`config.mk`:
```
export PLATFORM = sky130hd
export DESIGN_NAME = kpg_burst
export DESIGN_NICKNAME = d
export VERILOG_FILES = /design/src/rtl/kpg_pkg.sv /design/src/rtl/kpg_rst_sync.sv /design/src/rtl/kpg_edge_latch.sv /design/src/rtl/kpg_delay_line.sv /design/src/rtl/kpg_burst.sv
export SDC_FILE = /design/constraint.sdc
export NUM_CORES = 1
export LEC_CHECK = 0
export BUFFER_PORTS_ARGS = -buffer_cell sky130_fd_sc_hd__buf_4
export CELL_PAD_IN_SITES_DETAIL_PLACEMENT = 0
export CELL_PAD_IN_SITES_GLOBAL_PLACEMENT = 1
export CORE_AREA = 2 2 39 41
export CTS_BUF_LIST = sky130_fd_sc_hd__clkbuf_8
export CTS_CLUSTER_DIAMETER = 80
export CTS_CLUSTER_SIZE = 14
export DETAILED_ROUTE_END_ITERATION = 16
export DIE_AREA = 0 0 41 43
export GPL_TIMING_DRIVEN = 0
export PLACE_DENSITY_LB_ADDON = 0.3
export RECOVER_POWER = 100
export SLEW_MARGIN = 10
export SYNTH_ARGS = -nofsm -noshare
export SYNTH_HDL_FRONTEND = slang
export SYNTH_HIERARCHICAL = 1
export SYNTH_SLANG_ARGS = --single-unit
```
`constraint.sdc`:
```
create_clock -name clk -period 0.8 [get_ports clk]
set_input_delay 0.16 -clock clk [delete_from_list [all_inputs] [get_ports clk]]
set_output_delay 0.16 -clock clk [all_outputs]
set_load 0.02 [all_outputs]
```
`src/rtl/kpg_pkg.sv`:
```
`timescale 1ns/1ps
package kpg_pkg;
  localparam int unsigned SLOT_TICKS = 4;
  localparam int unsigned PH_W       = $clog2(SLOT_TICKS);
  localparam logic [PH_W-1:0] FIRE_PHASE = PH_W'(SLOT_TICKS - 1);
  localparam int unsigned SYNC_STAGES = 2;

  function automatic int unsigned pulses_for(input int unsigned n, input int unsigned m);
    return (n + m) / SLOT_TICKS;
  endfunction

  function automatic bit span_ok(input int unsigned n, input int unsigned m);
    return ((n + m) != 0) && (((n + m) % SLOT_TICKS) == 0);
  endfunction
endpackage

```
`src/rtl/kpg_rst_sync.sv`:
```
`timescale 1ns/1ps
module kpg_rst_sync #(
  parameter int unsigned STAGES = 2
) (
  input  logic clk,
  input  logic arst_n,
  output logic rst_n_o
);
  logic [STAGES-1:0] sync_q;
  logic [STAGES-1:0] sync_d;

  always_comb begin
    sync_d[0] = 1'b1;
    for (int i = 1; i < STAGES; i++) sync_d[i] = sync_q[i-1];
  end

  always_ff @(posedge clk or negedge arst_n) begin
    if (!arst_n) sync_q <= '0;
    else         sync_q <= sync_d;
  end

  assign rst_n_o = sync_q[STAGES-1];
endmodule

```
`src/rtl/kpg_edge_latch.sv`:
```
`timescale 1ns/1ps
module kpg_edge_latch #(
  parameter bit EDGE_ONLY = 1'b1
) (
  input  logic clk,
  input  logic rst_n,
  input  logic in_i,
  output logic cap_o
);
  logic set_w;
  logic cap_d;
  logic cap_q;

  generate
    if (EDGE_ONLY) begin : g_edge
      logic prev_q;
      always_ff @(posedge clk or negedge rst_n) begin
        if (!rst_n) prev_q <= 1'b1;
        else        prev_q <= in_i;
      end
      assign set_w = in_i & ~prev_q;
    end else begin : g_level
      assign set_w = in_i;
    end
  endgenerate

  always_comb cap_d = set_w | cap_q;

  always_ff @(posedge clk or negedge rst_n) begin
    if (!rst_n) cap_q <= 1'b0;
    else        cap_q <= cap_d;
  end

  assign cap_o = cap_q;

  // once set, the capture holds until reset
  a_r6_sticky: assert property (@(posedge clk) disable iff (!rst_n)
    cap_o |=> cap_o);
  // the capture only sets after the input was seen high
  a_r1_set_cause: assert property (@(posedge clk) disable iff (!rst_n)
    $rose(cap_o) |-> $past(in_i));
endmodule

```
`src/rtl/kpg_delay_line.sv`:
```
`timescale 1ns/1ps
module kpg_delay_line #(
  parameter int unsigned DEPTH = 1
) (
  input  logic clk,
  input  logic rst_n,
  input  logic d_i,
  output logic q_o
);
  generate
    if (DEPTH == 0) begin : g_wire
      assign q_o = d_i;
    end else begin : g_taps
      logic [DEPTH-1:0] tap_q;
      logic [DEPTH-1:0] tap_d;
      always_comb begin
        tap_d[0] = d_i;
        for (int i = 1; i < DEPTH; i++) tap_d[i] = tap_q[i-1];
      end
      always_ff @(posedge clk or negedge rst_n) begin
        if (!rst_n) tap_q <= '0;
        else        tap_q <= tap_d;
      end
      assign q_o = tap_q[DEPTH-1];
    end
  endgenerate
endmodule

```
`src/rtl/kpg_burst.sv`:
```
`timescale 1ns/1ps
module kpg_burst
  import kpg_pkg::*;
#(
  parameter int unsigned N_DLY = 5,
  parameter int unsigned M_DLY = 3
) (
  input  logic clk,
  input  logic rst_n,
  input  logic trig_i,
  output logic burst_o
);
  localparam int unsigned SPAN   = N_DLY + M_DLY;
  localparam int unsigned PULSES = pulses_for(N_DLY, M_DLY);

  initial begin : span_check
    assert (span_ok(N_DLY, M_DLY))
      else $error("kpg_burst: N_DLY+M_DLY=%0d must be a non-zero multiple of %0d (K=%0d)",
                  SPAN, SLOT_TICKS, PULSES);
  end

  logic            rst_s_n;
  logic            armed;
  logic            lead;
  logic            span_n;
  logic            span_nm;
  logic            closed;
  logic [PH_W-1:0] ph_q, ph_d;
  logic            ph_en;
  logic            hit;
  logic            hit_q, hit_d;
  logic            out_q, out_d;

  kpg_rst_sync #(.STAGES(SYNC_STAGES)) u_rst (
    .clk(clk), .arst_n(rst_n), .rst_n_o(rst_s_n));

  kpg_edge_latch #(.EDGE_ONLY(1'b1)) u_open (
    .clk(clk), .rst_n(rst_s_n), .in_i(trig_i), .cap_o(armed));

  kpg_delay_line #(.DEPTH(1)) u_lead (
    .clk(clk), .rst_n(rst_s_n), .d_i(armed), .q_o(lead));

  kpg_delay_line #(.DEPTH(N_DLY)) u_dly_n (
    .clk(clk), .rst_n(rst_s_n), .d_i(lead), .q_o(span_n));

  kpg_delay_line #(.DEPTH(M_DLY)) u_dly_m (
    .clk(clk), .rst_n(rst_s_n), .d_i(span_n), .q_o(span_nm));

  kpg_edge_latch #(.EDGE_ONLY(1'b0)) u_close (
    .clk(clk), .rst_n(rst_s_n), .in_i(span_nm), .cap_o(closed));

  // window gate: open AND NOT closed
  always_comb begin
    ph_en = lead & ~closed;
    ph_d  = ph_en ? ph_q + 1'b1 : ph_q;
    hit   = ph_en & (ph_q == FIRE_PHASE);
    hit_d = hit;
    out_d = hit_q;
  end

  always_ff @(posedge clk or negedge rst_s_n) begin
    if (!rst_s_n) begin
      ph_q  <= '0;
      hit_q <= 1'b0;
      out_q <= 1'b0;
    end else begin
      ph_q  <= ph_d;
      hit_q <= hit_d;
      out_q <= out_d;
    end
  end

  assign burst_o = out_q;

  // each pulse lasts exactly one clock
  a_r3_one_tick: assert property (@(posedge clk) disable iff (!rst_s_n)
    burst_o |=> !burst_o);
  // no pulse inside the three clocks after a pulse
  a_r3_spacing: assert property (@(posedge clk) disable iff (!rst_s_n)
    burst_o |=> !burst_o ##1 !burst_o ##1 !burst_o);
  // output pulses only once an edge has been captured
  a_r1_needs_capture: assert property (@(posedge clk) disable iff (!rst_s_n)
    burst_o |-> armed);
  // a closed window emits nothing further
  a_r6_closed_quiet: assert property (@(posedge clk) disable iff (!rst_s_n)
    closed |=> !hit_q);
  // phase counter freezes once the window is closed
  a_r6_phase_frozen: assert property (@(posedge clk) disable iff (!rst_s_n)
    closed |=> $stable(ph_q));
  // the closing latch never sets before the opening one
  a_r2_order: assert property (@(posedge clk) disable iff (!rst_s_n)
    closed |-> lead);
endmodule

```
==> results by group <==
Outcome
  – Status: finished, violations left
  – Failing checks: setup timing

Clock network
  – H-tree levels: 1
  – Clock tree sinks: 18
  – TritonCTS clock tree: done
  – Clock transition at path regs: 0.06 ns
  – CTS buffer count: 3
  – CTS root buf: clkbuf_8
  – Clk buf depth: 2
  – Clock Latency Late Sink: 0.25 ns

Critical path
  – Crit-path max FO: 2
  – Worst EP arrival: around 1.1 ns
  – WS Path Type: reg -> reg
  – CP Launch Point: ph_q[0]
  – Nature of the critical path startpoint: register
  – Crit end category: register
  – Worst reg2reg startpoint: ph_q[0]
  – WP data required: 0.93 ns

Timing
  – Slew Limit Fails: 0
  – Final Hold Fails: 0
  – Max_slew headroom: 0.611
  – Max Freq: 1000 MHz
  – RSZ-0062 raised after global routing: true
  – Final min period: 1.00 ns
  – Worst Setup Slack, final: -0.200 ns
  – Final TNS setup: -0.461 ns
  – Slew @ Worst Pin: slightly below 0.6 ns
  – Clk_skew: 0.00416 ns
  – Final setup viols: 4
  – Tcrit/Tclk final: 1.25

Power
  – Sequential share of power: 0.534
  – Clock power frac: 0.360
  – Gate power share: 0.106
  – Switching power: 0.391 mW
  – Lkg Pwr: 0.285 nW
  – Internal: about 1.6 mW
  – Max VDD drop: roughly 1400 uV
  – Pwr Density: 2910 nW/um2
  – Switch share: 0.201

Synthesis
  – Net Count, Synth: 31
  – Syn Area/Cell: 19.6 um2
  – Area share of the largest cell type after synthesis: 0.802
  – Mapped cell area: 531 um2
  – Main synth FF type: dfrtp_1
  – Main combinational cell family by area after synthesis: simple AND/OR/NAND/NOR gates
  – Ys async rst share: 1.00
  – Flops & latches, synth: 18
  – Post-Synth XOR/XNOR Area: 0.0165
  – Simple-gate area share of the yosys netlist: 0.0519
  – Syn Inst Count: 27
  – Compound-Gate Fraction of Synth Area: 0.0142
  – Post-Synth Adder-Cell Area: 0.0236
  – Register area share after synthesis: 0.851
  – Post-synthesis mux area share: 0.0283
  – Area leader, netlist: dfrtp_1
  – Synth area leaders: dfrtp_1 80%, dfstp_2 5.0%, mux2_4 2.8%
  – Ys Warns: 6
  – EDFF count, synth: 0
  – Most frequent cell after synthesis: dfrtp_1
  – Netlist cell types: 11

Global route
  – First-pass GRT wire length: 1.25 mm
  – Grt total ovfl: 0
  – GRT Resource Usage Total: 0.117
  – Largest net degree at the start of global routing: 17
  – Initial antenna violation count: 0
  – Vias in the first global route: 267

Cells and area
  – Fin area: 669 um2
  – Syn-to-layout area delta: 26.2%
  – Ant diodes: 0
  – Post-layout nets: between 40 and 50
  – Core Util, Final: 0.484
  – Share of post-route cells with drive strength above 1: 0.368
  – Non-Filler Instances: 54

Placed design
  – Number of port buffers: 3
  – Pre-CTS setup slack: -0.217 ns
  – Routability cong.: 0.681
  – Placed Instances: 46
  – Placement Cell Area: between 500 and 600 um2
  – Dpl hpwl: around 420 um

Die
  – I/O pin cnt: 4
  – Core area: 1380 um2
  – Die area: 1760 um2
  – Die H: around 43 um
  – Initial Utilization: 0.383
  – Die X: 41 um
  – Row cnt: 14

Route
  – Drt wl/cell: 12.1 um
  – Via count: 223
  – Detailed Route WL: between 600 and 700 um
  – DRT Pass-1 Iters: 1
  – First DRT Iteration DRCs: 0
  – DRC Markers: 0
  – Antenna viol nets, final: 0
  – Vias per cell: about 4.1

Worst hold path
  – Hold Crit Start: trig_i
  – Hold Path Class: in -> reg

Run
  – Max Cap Viol: 0
[cells in the final DEF (no fill, tap or decap)]
cell           Yosys  layout
clkbuf_8           0       4
nor2b_4            1       1
clkbuf_1           0       2
dlygate4sd3_1      0       1
a21o_1             1       1
ha_4               0       1
or2_1              1       1
conb_1             1       1
and2_2             1       1
inv_2              0       1
buf_4              0       3
dfrtp_1           17      17
buf_6              0       1
dfstp_2            1       1
mux2_4             1       1
xor2_1             1       1
[state kept, by name, summed over array words and instances, names as in the netlist]
name                  count
u_close/cap_o             1
u_dly_m/g_taps.tap_q      3
ph_q                      2
u_lead/q_o                1
burst_o                   1
u_open/g_edge.prev_q      1
u_dly_n/g_taps.tap_q      5
u_open/cap_o              1
hit_q                     1
u_rst/sync_q              2
[final cells by class]
| cell class | instances | area [um2] |
|---|---|---|
| Tap cell | 16 | 20.0 |
| Fill cell | 127 | 714 |
| Inverter | 1 | 3.75 |
| Timing Repair Buffer | 7 | 51.3 |
| Sequential cell | 18 | 452 |
| Multi-Input combinational cell | 8 | 87.6 |
| Clock buffer | 4 | 55.1 |
[logic make-up (layout without fill, tap and decap cells)]
family                     count (synthesis)  after routing
AOI/OAI and AO/OA                          1              1
xor gates and xnor gates                   1              1
adders and majority gates                  1              1
buffers and inverters                      1             12
DFF                                       18             18
muxes                                      1              1
other                                      1              1
and+or+nand+nor                            3              3
[layer usage]
layer / vias to the layer above / share of wire / global-route usage
met1: 118 / 0.43 / 0.157
met5: - / 0 / 0
met3: 0 / 0.041 / 0.0471
met4: 0 / 0 / 0.100
li1: 102 / - / -
met2: 3 / 0.53 / 0.141
[stage by stage]
| stage | total power [mW] | hold WS (ns) |
|---|---|---|
| finish | 1.95 | 0.0106 |
| global route | 2.08 | 0.00709 |
| CTS | 1.98 | 0.0223 |
| detailed placement | 1.16 | -0.0553 |
| global placement | 1.13 | -0.0579 |
| floorplan | 1.11 | -0.136 |
[critical path: stages, from the launching register on]
cell and delay, ns:
dfrtp_1 0.41, ha_4 0.24, mux2_4 0.24
[path summary, 6_finish.rpt]
kind / end / slack, ns / cells after the start
min reg2reg: u_dly_n/g_taps.tap_q[4] / 0.24 / 0
max in group asynchronous: u_dly_n/g_taps.tap_q[0] / 0.18 / 0
max reg2reg: ph_q[1] / -0.20 / 2
max: ph_q[1] / -0.20 / 2
min in group asynchronous: u_rst/sync_q[0] / 0.23 / 2
min: u_open/g_edge.prev_q / 0.01 / 1
[repair_timing]
item | in CTS | in global routing
endpoints found under the setup margin | 5 | 5
buffers inserted | 2 | 1
pin swaps | 2 | 1
hold buffers | 1 | 0
gates resized for setup | 2 | 1
hold endpoints to repair | 2 | 0
[power groups by stage]
stage	Combinational, mW	Clock (mW)	Sequential [mW]
finish	0.206	0.701	1.04
global route	0.250	0.775	1.05
CTS	0.219	0.725	1.04
detailed placement	0.112	0	1.04
global placement	0.0977	0	1.04
floorplan	0.0837	0	1.03
Power figures use the tool's default switching activity.
